==> config.mk <==
export PLATFORM = sky130hd
export DESIGN_NAME = pil_arbiter
export DESIGN_NICKNAME = d
export VERILOG_FILES = /design/src/rtl/pil_arb_pkg.sv /design/src/rtl/pil_pend_former.sv /design/src/rtl/pil_level_pick.sv /design/src/rtl/pil_arbiter.sv
export SDC_FILE = /design/constraint.sdc
export NUM_CORES = 1
export LEC_CHECK = 0
export BUFFER_PORTS_ARGS = -buffer_cell sky130_fd_sc_hd__buf_2
export CORE_UTILIZATION = 36
export CTS_BUF_LIST = sky130_fd_sc_hd__clkbuf_4 sky130_fd_sc_hd__clkbuf_8
export DETAILED_ROUTE_END_ITERATION = 16
export GPL_TIMING_DRIVEN = 0
export MAX_ROUTING_LAYER = met4
export PLACE_DENSITY = 0.73
export SYNTH_ARGS = -nofsm -noshare
export SYNTH_HDL_FRONTEND = slang
export SYNTH_SLANG_ARGS = --single-unit
==> constraint.sdc <==
create_clock -name clk -period 3.6 [get_ports clk]
set_clock_uncertainty 0.15 [all_clocks]
set_input_delay 0.72 -clock clk [delete_from_list [all_inputs] [get_ports clk]]
set_output_delay 0.72 -clock clk [all_outputs]
set_load 0.02 [all_outputs]
==> src/rtl/pil_arb_pkg.sv <==
package pil_arb_pkg;
  localparam int TT_W = 9;
  localparam logic [TT_W-1:0] TT_EXT_BASE = 9'h040;
  localparam logic [4:0] EXT_GROUP = 5'h04;

  typedef struct packed {
    logic            req;
    logic [TT_W-1:0] tt;
  } post_t;
endpackage

==> src/rtl/pil_pend_former.sv <==
module pil_pend_former #(
  parameter int NLVL      = 16,
  parameter int TIMER_LVL = 14
) (
  input  logic [NLVL-1:0] ext_lvl,
  input  logic [NLVL:0]   soft_int,
  output logic [NLVL-1:0] pend
);
  logic timer_hit;
  assign timer_hit = soft_int[0] | soft_int[NLVL];

  always_comb begin
    pend = ext_lvl | {soft_int[NLVL-1:1], 1'b0};
    if (timer_hit) pend[TIMER_LVL] = 1'b1;
  end
endmodule

==> src/rtl/pil_level_pick.sv <==
module pil_level_pick #(
  parameter int NLVL  = 16,
  localparam int LVL_W = $clog2(NLVL)
) (
  input  logic [NLVL-1:0]  pend,
  input  logic [LVL_W-1:0] cur_pil,
  output logic             any_above,
  output logic [LVL_W-1:0] win
);
  logic [NLVL-1:0] above;
  logic [NLVL-1:0] cand;

  for (genvar g = 0; g < NLVL; g++) begin : g_above
    assign above[g] = (g > int'(cur_pil));
  end

  assign cand      = pend & above;
  assign any_above = |cand;

  always_comb begin
    win = '0;
    for (int i = 0; i < NLVL; i++) begin
      if (cand[i]) win = LVL_W'(i);
    end
  end
endmodule

==> src/rtl/pil_arbiter.sv <==
module pil_arbiter
  import pil_arb_pkg::*;
#(
  parameter int NLVL      = 16,
  parameter int TIMER_LVL = 14,
  parameter int TL_W      = 3,
  localparam int LVL_W    = $clog2(NLVL)
) (
  input  logic             clk,
  input  logic             rst,
  input  logic [NLVL-1:0]  ext_lvl,
  input  logic [NLVL:0]    soft_int,
  input  logic [LVL_W-1:0] cur_pil,
  input  logic             int_en,
  input  logic [TL_W-1:0]  trap_lvl,
  input  logic [TT_W-1:0]  cur_tt,
  input  logic             vec_busy,
  output logic             irq_req,
  output logic [TT_W-1:0]  irq_tt,
  output logic             tt_new
);
  logic [NLVL-1:0]  pend;
  logic             any_above;
  logic [LVL_W-1:0] win;
  logic [TT_W-1:0]  cand_tt;
  logic             blocked;
  post_t            st_q, st_d;
  logic             strobe_q;

  pil_pend_former #(.NLVL(NLVL), .TIMER_LVL(TIMER_LVL)) pend_i (
    .ext_lvl (ext_lvl),
    .soft_int(soft_int),
    .pend    (pend)
  );

  pil_level_pick #(.NLVL(NLVL)) pick_i (
    .pend     (pend),
    .cur_pil  (cur_pil),
    .any_above(any_above),
    .win      (win)
  );

  assign cand_tt = TT_EXT_BASE | TT_W'(win);
  assign blocked = (trap_lvl != '0) && (cur_tt[8:4] == EXT_GROUP) && (cur_tt > cand_tt);

  always_comb begin
    st_d = st_q;
    if (vec_busy) begin
      st_d = st_q;
    end else if (!any_above || !int_en) begin
      st_d = '{req: 1'b0, tt: '0};
    end else if (!blocked) begin
      st_d = '{req: 1'b1, tt: cand_tt};
    end
  end

  always_ff @(posedge clk) begin
    if (rst) begin
      st_q     <= '{req: 1'b0, tt: '0};
      strobe_q <= 1'b0;
    end else begin
      st_q     <= st_d;
      strobe_q <= (st_d.tt != st_q.tt) && (st_d.tt != '0);
    end
  end

  assign irq_req = st_q.req;
  assign irq_tt  = st_q.tt;
  assign tt_new  = strobe_q;
endmodule

==> metrics.txt, run 1 <==
status=finished, final reports clean; Ports=64; #FFs+latches synth=11; Die H=60.2 µm; max layer used=met4; Static Leak=0.792 nW; Slew Limit Headroom=69.0%; Root Driver=clkbuf_4; P per Cell Area=221 nW/µm²; CP Max Fanout=10; H-tree depth=1; routed wl met2=1530 µm; TritonRoute pass-1 iters=4; ys async rst share=0%; fill count=292; initial core utilization=38.9%; Final ANT Viol Nets=0; initial antenna violation count=0; kind of critical path=in2reg; CTS tree=built; largest net degree at the start of global routing=11; TritonCTS buffer count=3; Rows=20; Area after DPL=1580 µm²; Maximum Capacitance Violations=0; Critical Path End Type=flip-flop; Clock Latency Late Sink=0.26 ns; post-layout minimum cycle time=3.45 ns; synthesis-to-layout area growth=40.9%; vias in the first global route=1,160; TritonCTS sink count=11; HPWL Detailed=2510 µm; Final Cell Area=1720 µm²; Yosys cell types=61; WL/cell=12.3 µm; final hold vios=0; worst vdd ir=0.000181 V; Starting DRT DRC Count=43; critical path required time=3.62 ns; synth top area cells=dfxtp_1 (18%), nor2_1 (6.5%), a21oi_1 (4.9%), buf_6 (4.6%), ha_1 (4.1%); I/O Buffers=60; Placer Congestion=0.865; Antenna Cells=0; die width=60.2 µm; cell count after synthesis=144; Synth Area per Inst=8.45 µm²; CP startpoint kind=input port; Setup WS pre-CTS=-0.450 ns; Max Transition Viols Final=0; # DRC=0; number of hold buffers added after CTS=0; Final WS setup=0.148 ns; most common flop cell mapped by yosys=dfxtp_1; RSZ-0062 raised after global routing=no; top-area cell type share of the netlist area=18.1%; Setup TNS=0 ns; crit share post-route=95.9%; syn_nets=201; number of flops mapped to enable cells by yosys=0; Clock Tree Buf Depth=2; global-route wire length before repair=4740 µm; Worst-Margin Slew=0.461 ns; Routed WL=3160 µm; Synth warnings=0; Routed met3 length=155 µm; M1 WL=1430 µm; fin nets=271; total gr overflow=0; Worst Path Arrival=3.47 ns; worst hold path type=reg2reg; Tot Pwr=0.379 mW; Core Area=3130 µm²; Max Clock Freq=290 MHz; routed vias=1,366; CTS clk-pin slew, worst paths=0.06 ns; die area=3620 µm²; GRT Total Usage=17.3%; post-synth top area cell=dfxtp_1; vias per cell=5.32; sequential area share after synthesis=18.1%; Synth Cell Area=1220 µm²; final setup vio count=0; layout cells sized above 1=49.8%
final timing paths:
kind              slack [ns]                   end                 start  cells after the start
hold / removal          0.33  irq_tt[8]$_SDFF_PP0_  irq_tt[8]$_SDFF_PP0_                      1
setup / recovery        0.15     tt_new$_SDFF_PP0_            cur_pil[3]                     15
hold reg to reg         0.33  irq_tt[8]$_SDFF_PP0_  irq_tt[8]$_SDFF_PP0_                      1
setup reg to reg        1.92     tt_new$_SDFF_PP0_  irq_tt[7]$_SDFF_PP0_                      5
metal layers:
layer  vias up  GRT usage (%)
li1        710              -
met1       606           19.9
met2        44           31.7
met3         6          0.649
met4         0           5.98
met5         -              -
area by class of cell:
type | instances | area, µm² | share of cell area, %
buffer | 6 | 66.3 | 3.87
clock buffer | 4 | 30.0 | 1.75
inverter | 5 | 18.8 | 1.09
multi-input combinational | 122 | 987 | 57.5
sequential | 11 | 220 | 12.8
tap | 44 | 55.1 | 3.21
timing repair buffer | 65 | 338 | 19.7
metrics by stage:
stage               cells  utilization [%]  hold WS [ns]
CTS                   252             52.1         0.329
global placement      248             50.4         0.311
finish                257             54.8         0.329
detailed placement    248             50.4         0.309
global route          257             54.8         0.350
floorplan             144                -         0.410
flip-flops by register name, summed over array words and instances, names as in the netlist:
signal	flops
tt_new	1
irq_req	1
irq_tt	9
cell usage in the layout, fill, tap and decap left out, types with 4 or more instances in the layout:
cell type and n:
nor2_1 21, buf_2 60, o21ai_0 4, inv_1 5, buf_4 5, buf_6 5, a21oi_1 10, clkbuf_4 4
dfxtp_1 11, nor3_1 5, and2_1 4
timing repair:
action / in CTS / in global routing
pin swaps: 1 / 9
endpoints found under the setup margin: 1 / 1
gates cloned: 0 / 0
resized for setup: 5 / 8
setup buffers: 0 / 5
report_power, final:
group,switching [mW],internal (mW)
Sequential,0.00423,0.127
Clock,0.0383,0.0504
Combinational,0.0825,0.0766
worst max-delay path, cell delays in order:
cell and delay [ns]:
buf_2 0.11, buf_6 0.14, or2_4 0.24, o32a_1 0.36
o211ai_2 0.16, a21oi_2 0.11, ha_4 0.24, nor2b_1 0.13
o211a_1 0.22, o21ai_2 0.19, o21ai_4 0.12, or2_1 0.26
nor2_1 0.10, a21oi_1 0.07, a311oi_1 0.29
cells by family (layout without fill, tap and decap cells):
logic type / after synthesis / in the layout / synth area share (%)
buf+inv: 11 / 80 / 6.99
flops: 11 / 11 / 18.1
fa+ha+maj: 4 / 4 / 4.11
compound gates: 63 / 63 / 44.6
simple gates: 55 / 55 / 26.2
cell usage after synthesis, types with 2 or more instances:
| library cell | n |
|---|---|
| o211a_1 | 3 |
| a311oi_1 | 2 |
| inv_1 | 5 |
| o211ai_1 | 2 |
| buf_6 | 5 |
| o21bai_1 | 3 |
| nor2_2 | 2 |
| o21ai_0 | 6 |
| nor4_1 | 3 |
| o22ai_2 | 3 |
| o22a_1 | 2 |
| a41oi_1 | 2 |
| nor3_1 | 5 |
| ha_1 | 4 |
| o32a_1 | 3 |
| nor2_1 | 21 |
| dfxtp_1 | 11 |
| o22ai_1 | 3 |
| nor2b_1 | 3 |
| and2_1 | 4 |
| a21oi_1 | 12 |
Note: power is estimated with default switching activity, not from simulation.
==> run 2: changes to the inputs <==
PLACE_DENSITY = 0.7   (was 0.73)
clock period = 3.5 ns   (was 3.6 ns; I/O delays follow)
==> run 2 against run 1 <==
Via count is 3.3% higher. Sequential power is 3% higher. Core utilization is 0.28 points higher. Largest power group unchanged. Critical path depth stayed put. Combinational power is 3% higher. Wire length is 1.8% higher. Worst hold slack better by 0.0025 ns. Setup slack worse by 0.19 ns. Highest routed layer unchanged. Final cell count is 0.39% higher. Clock power is 4.5% higher. The run now ends with negative setup slack left.
==> metrics.txt, run 2 (synthesis gave the netlist of run 1 again) <==
I/O Buffers=60 (unchanged); GRT Total Usage=18.2% (was 17.3%); Ports=64 (unchanged); final std cells w/o fill=258 (was 257); Antenna Cells=0 (unchanged); global-route wire length before repair=4970 µm (was 4740 µm); Clock Tree Buf Depth=2 (unchanged); total gr overflow=0 (unchanged); worst hold path type=reg2reg (unchanged); CTS clk-pin slew, worst paths=0.07 ns (was 0.06 ns); Rows=20 (unchanged); TritonCTS buffer count=3 (unchanged); Internal Power=0.263 mW (was 0.254 mW); Worst Path Arrival=3.56 ns (was 3.47 ns); # placed instances=248 (unchanged); worst vdd ir=0.000243 V (was 0.000181 V); die width=60.2 µm (unchanged); Core Area=3130 µm² (unchanged); largest net degree at the start of global routing=11 (unchanged); Placer Congestion=0.841 (was 0.865); WL/cell=12.5 µm (was 12.3 µm); Die H=60.2 µm (unchanged); routed vias=1,411 (was 1,366); Switching Share=32.8% (was 33.0%); vias per cell=5.47 (was 5.32); vias in the first global route=1,238 (was 1,160); most common cell after layout, fill and taps aside=buf_2 (unchanged); commonest cells after routing, fill and taps aside=buf_2 (59), nor2_1 (21), a21oi_1 (11), dfxtp_1 (11), buf_4 (6) (was buf_2 (60), nor2_1 (21), dfxtp_1 (11)); max FFs per register=9 (unchanged); routed wl met2=1640 µm (was 1530 µm); CP startpoint kind=input port (unchanged); Clock Power Share=23.6% (was 23.4%); max layer used=met4 (unchanged); worst hold path cell count=1 (unchanged); synthesis-to-layout area growth=41.6% (was 40.9%); # DRC=0 (unchanged); final hold slack=0.332 ns (was 0.329 ns); Clock Latency Late Sink=0.26 ns (about the same); R2R Setup Slk=1.76 ns (was 1.92 ns); Max Clock Freq=282 MHz; kind of critical path=in2reg (unchanged); CTS tree=built (unchanged); Worst-Margin Slew=0.449 ns (was 0.461 ns); RR Startpoint=irq_tt[7]$_SDFF_PP0_ (unchanged); HPWL Detailed=2550 µm (was 2510 µm); initial core utilization=38.9% (unchanged); Routed WL=3210 µm (was 3160 µm); status=complete, but fails checks (was finished, final reports clean); final setup vio count=1 (was 0); sequential cell area=220 µm² (unchanged); Worst Reg-to-Reg Cells=5 (unchanged); P per Cell Area=228 nW/µm² (was 221 nW/µm²); Final ANT Viol Nets=0 (unchanged); RSZ-0062 raised after global routing=yes (was no); fin nets=272 (was 271); Max Transition Viols Final=0 (unchanged); TritonCTS sink count=11 (unchanged); violated checks=negative setup slack; Seq pwr share=34.5% (was 34.6%); Final WS setup=-0.0448 ns (was 0.148 ns); Root Driver=clkbuf_4 (unchanged); TritonRoute pass-1 iters=4 (unchanged); die area=3620 µm² (unchanged); Critical Path End Type=flip-flop (unchanged); Static Leak=0.808 nW (was 0.792 nW); worst reg2reg path endpoint=tt_new$_SDFF_PP0_ (unchanged); number of hold buffers added after CTS=0 (unchanged); initial antenna violation count=0 (unchanged); post-layout minimum cycle time=3.54 ns; Psw=0.129 mW (was 0.125 mW); min-delay src=irq_tt[5]$_SDFF_PP0_ (was irq_tt[8]$_SDFF_PP0_); M1 WL=1420 µm (was 1430 µm); Starting DRT DRC Count=60 (was 43); CP Max Fanout=8 (was 10); final hold vios=0 (unchanged); Min-Delay Endpoint=irq_tt[5]$_SDFF_PP0_ (was irq_tt[8]$_SDFF_PP0_); crit share post-route=101%; critical path required time=3.52 ns (was 3.62 ns); Routed met3 length=151 µm (was 155 µm); Maximum Capacitance Violations=0 (unchanged); layout cells sized above 1=50.5% (was 49.8%); fill count=287 (was 292); H-tree depth=1 (unchanged); area of the multi-input gates=975 µm² (was 987 µm²); Comb power frac=41.9% (was 42.0%); Slew Limit Headroom=69.8% (was 69.0%)
-- run 2: worst max-delay path: stages --
cell and delay, ns:
buf_8 0.10, buf_8 0.12, or2_4 0.25, o32a_1 0.38
o211ai_2 0.19, a21oi_2 0.09, ha_1 0.32, nor2b_4 0.13
o211a_1 0.24, o21ai_2 0.21, o21ai_4 0.12, or2_1 0.24
o22ai_2 0.16, a211oi_2 0.06, a311oi_1 0.26
-- run 2: power groups by stage --
stage               Combinational [mW]  Sequential [mW]  Clock, mW
detailed placement               0.150            0.138          0
finish                           0.164            0.135     0.0927
global route                     0.180            0.136      0.103
CTS                              0.153            0.135     0.0954
global placement                 0.150            0.138          0
floorplan                       0.0913            0.144          0
-- run 2: worst max path at each step --
stage	slack (ns)	start	cells past startpoint	end
floorplan	0.01	cur_pil[3]	14	tt_new$_SDFF_PP0_
global placement	-0.41	cur_pil[3]	15	tt_new$_SDFF_PP0_
detailed placement	-0.39	cur_pil[3]	15	tt_new$_SDFF_PP0_
CTS	0.006	cur_pil[3]	14	tt_new$_SDFF_PP0_
global route	-0.14	cur_pil[3]	15	tt_new$_SDFF_PP0_
finish	-0.04	cur_pil[3]	15	tt_new$_SDFF_PP0_
-- run 2: timing repair --
item / 4_1_cts / 5_1_grt
setup endpoints to repair: 1 / 1
endpoints found under the hold margin: 0 / 0
pin swaps: 3 / 15
gates resized for setup: 4 / 11
buffers inserted: 0 / 6
-- run 2: cell type report --
| class | instances | share of cell area, % |
|---|---|---|
| plain buffers | 6 | 4.06 |
| clock buffers | 4 | 1.74 |
| inverters | 5 | 1.09 |
| multi-input cells | 122 | 56.5 |
| flip-flops and latches | 11 | 12.8 |
| well taps | 44 | 3.19 |
| repair buffers | 66 | 20.6 |
-- run 2: through the flow --
stage          instance area [µm²]  setup TNS (ns)  util (%)  setup WS (ns)  power (mW)
5_1_grt                       1720          -0.142      55.1         -0.142       0.418
2_1_floorplan                 1230               0         -         0.0123       0.235
4_1_cts                       1640               0      52.3        0.00594       0.383
3_5_place_dp                  1580           -1.11      50.6         -0.386       0.288
3_3_place_gp                  1580           -1.13      50.6         -0.407       0.288
6_report                      1720         -0.0448      55.1        -0.0448       0.392
-- run 2: routing by layer --
| layer | up-vias | global-route usage [%] |
|---|---|---|
| met5 | - | - |
| met4 | 0 | 7.31 |
| met2 | 50 | 32.3 |
| met3 | 2 | 1.95 |
| met1 | 643 | 20.5 |
| li1 | 716 | - |
==> run 3: changes to the inputs <==
SKIP_CTS_REPAIR_TIMING = 1   (was not set)
==> run 3 against run 2 <==
Combinational power barely moved. Register-to-register slack improved by 0.04 ns. Power rose by 0.10%. Setup slack improved by 0.011 ns. Critical path depth stayed put. Sequential cell count is the same. Critical endpoint unchanged. Worst hold slack about the same. The run still ends with negative setup slack left.
==> metrics.txt, run 3 (synthesis gave the netlist of run 1 again) <==
Ports=64 (unchanged); I/O Buffers=60 (unchanged); P per Cell Area=228 nW/µm² (about the same); Static Leak=0.804 nW (was 0.808 nW); TritonCTS sink count=11 (unchanged); final core utilization=55.0% (was 55.1%); worst reg2reg path endpoint=tt_new$_SDFF_PP0_ (unchanged); min-delay src=irq_tt[5]$_SDFF_PP0_ (unchanged); max FFs per register=9 (unchanged); Root Driver=clkbuf_4 (unchanged); TritonCTS buffer count=3 (unchanged); HPWL Detailed=2550 µm (unchanged); post-layout minimum cycle time=3.53 ns (was 3.54 ns); Final WS setup=-0.0341 ns (was -0.0448 ns); final hold slack=0.332 ns (about the same); CTS tree=built (unchanged); layout cells sized above 1=50.9% (was 50.5%); total gr overflow=0 (unchanged); final std cells w/o fill=258 (unchanged); # placed instances=248 (unchanged); Die H=60.2 µm (unchanged); commonest cells after routing, fill and taps aside=buf_2 (59), nor2_1 (20), dfxtp_1 (11) (was buf_2 (59), nor2_1 (21), a21oi_1 (11), dfxtp_1 (11), buf_4 (6)); CTS clk-pin slew, worst paths=0.07 ns (about the same); worst hold path type=reg2reg (unchanged); status=complete, but fails checks (unchanged); global-route wire length before repair=4940 µm (was 4970 µm); synthesis-to-layout area growth=41.4% (was 41.6%); kind of critical path=in2reg (unchanged); Tot Pwr=0.393 mW (was 0.392 mW); worst hold path cell count=1 (unchanged); vias per cell=5.40 (was 5.47); GRT Total Usage=18.1% (was 18.2%); Critical Path End Type=flip-flop (unchanged); most common cell after layout, fill and taps aside=buf_2 (unchanged); CP Max Fanout=8 (unchanged); Clock Latency Late Sink=0.26 ns (about the same); worst vdd ir=0.000242 V (was 0.000243 V); die width=60.2 µm (unchanged); Worst-Margin Slew=0.449 ns (about the same); largest net degree at the start of global routing=11 (unchanged); Max Clock Freq=283 MHz (was 282 MHz); H-tree depth=1 (unchanged); RSZ-0062 raised after global routing=yes (unchanged); Min-Delay Endpoint=irq_tt[5]$_SDFF_PP0_ (unchanged); start point of the critical path=cur_pil[3] (unchanged); Clock Tree Buf Depth=2 (unchanged); Maximum Capacitance Violations=0 (unchanged); final setup vio count=1 (unchanged); routed vias=1,394 (was 1,411); crit share post-route=101% (about the same); Final ANT Viol Nets=0 (unchanged); Area after DPL=1580 µm² (unchanged); Placer Congestion=0.841 (unchanged); Routed WL=3160 µm (was 3210 µm); # DRC=0 (unchanged); Antenna Cells=0 (unchanged); critical path required time=3.52 ns (about the same); TritonRoute pass-1 iters=4 (unchanged); initial core utilization=38.9% (unchanged); violated checks=negative setup slack (unchanged); fin nets=272 (unchanged); RR Startpoint=irq_tt[7]$_SDFF_PP0_ (unchanged); Slew Limit Headroom=69.8% (about the same); WL/cell=12.3 µm (was 12.5 µm); vias in the first global route=1,230 (was 1,238); R2R Setup Slk=1.80 ns (was 1.76 ns); initial antenna violation count=0 (unchanged); Core Area=3130 µm² (unchanged); Final Cell Area=1720 µm² (about the same); Worst Reg-to-Reg Cells=5 (unchanged); Starting DRT DRC Count=80 (was 60); Worst Path Arrival=3.55 ns (was 3.56 ns); Max Transition Viols Final=0 (unchanged); final hold vios=0 (unchanged); Rows=20 (unchanged); CP startpoint kind=input port (unchanged); die area=3620 µm² (unchanged)
[run 3: cell type report]
type	count	area, µm²
repair buffers	66	355
well taps	44	55.1
multi-input cells	122	972
inverters	5	18.8
fillers	287	1410
flip-flops and latches	11	220
clock buffers	4	30.0
plain buffers	6	70.1
[run 3: report_power, final]
part           internal (mW)  switching (mW)  leakage [nW]
clock                 0.0518          0.0409        0.0184
combinational         0.0818          0.0828         0.695
sequential             0.131         0.00467        0.0901
[run 3: worst max path at each step]
stage / end / slack (ns) / cells after the start
global route: tt_new$_SDFF_PP0_ / -0.13 / 15
global placement: tt_new$_SDFF_PP0_ / -0.41 / 15
finish: tt_new$_SDFF_PP0_ / -0.03 / 15
detailed placement: tt_new$_SDFF_PP0_ / -0.39 / 15
floorplan: tt_new$_SDFF_PP0_ / 0.01 / 14
CTS: tt_new$_SDFF_PP0_ / -0.10 / 15
[run 3: through the flow]
| step | worst slack (ns) | TNS, ns |
|---|---|---|
| after global placement | -0.407 | -1.13 |
| final | -0.0341 | -0.0341 |
| after CTS | -0.103 | -0.103 |
| after floorplan | 0.0123 | 0 |
| after detailed placement | -0.386 | -1.11 |
| after global routing | -0.132 | -0.141 |
[run 3: routing by layer]
metal	vias up	track usage [%]	part of all wire, %
li1	712	-	-
met1	627	20.4	45
met2	53	32.0	50
met3	2	1.95	5.1
met4	0	7.31	0.25
met5	-	-	0
[run 3: worst max-delay path, stage by stage]
cell and delay [ns]:
buf_8 0.10, buf_8 0.12, or2_4 0.25, o32a_1 0.38
o211ai_2 0.19, a21oi_2 0.08, ha_1 0.33, nor2b_4 0.13
o211a_1 0.24, o21ai_2 0.19, o21ai_4 0.12, or2_1 0.25
nor2_2 0.14, a21oi_2 0.05, a311oi_1 0.27
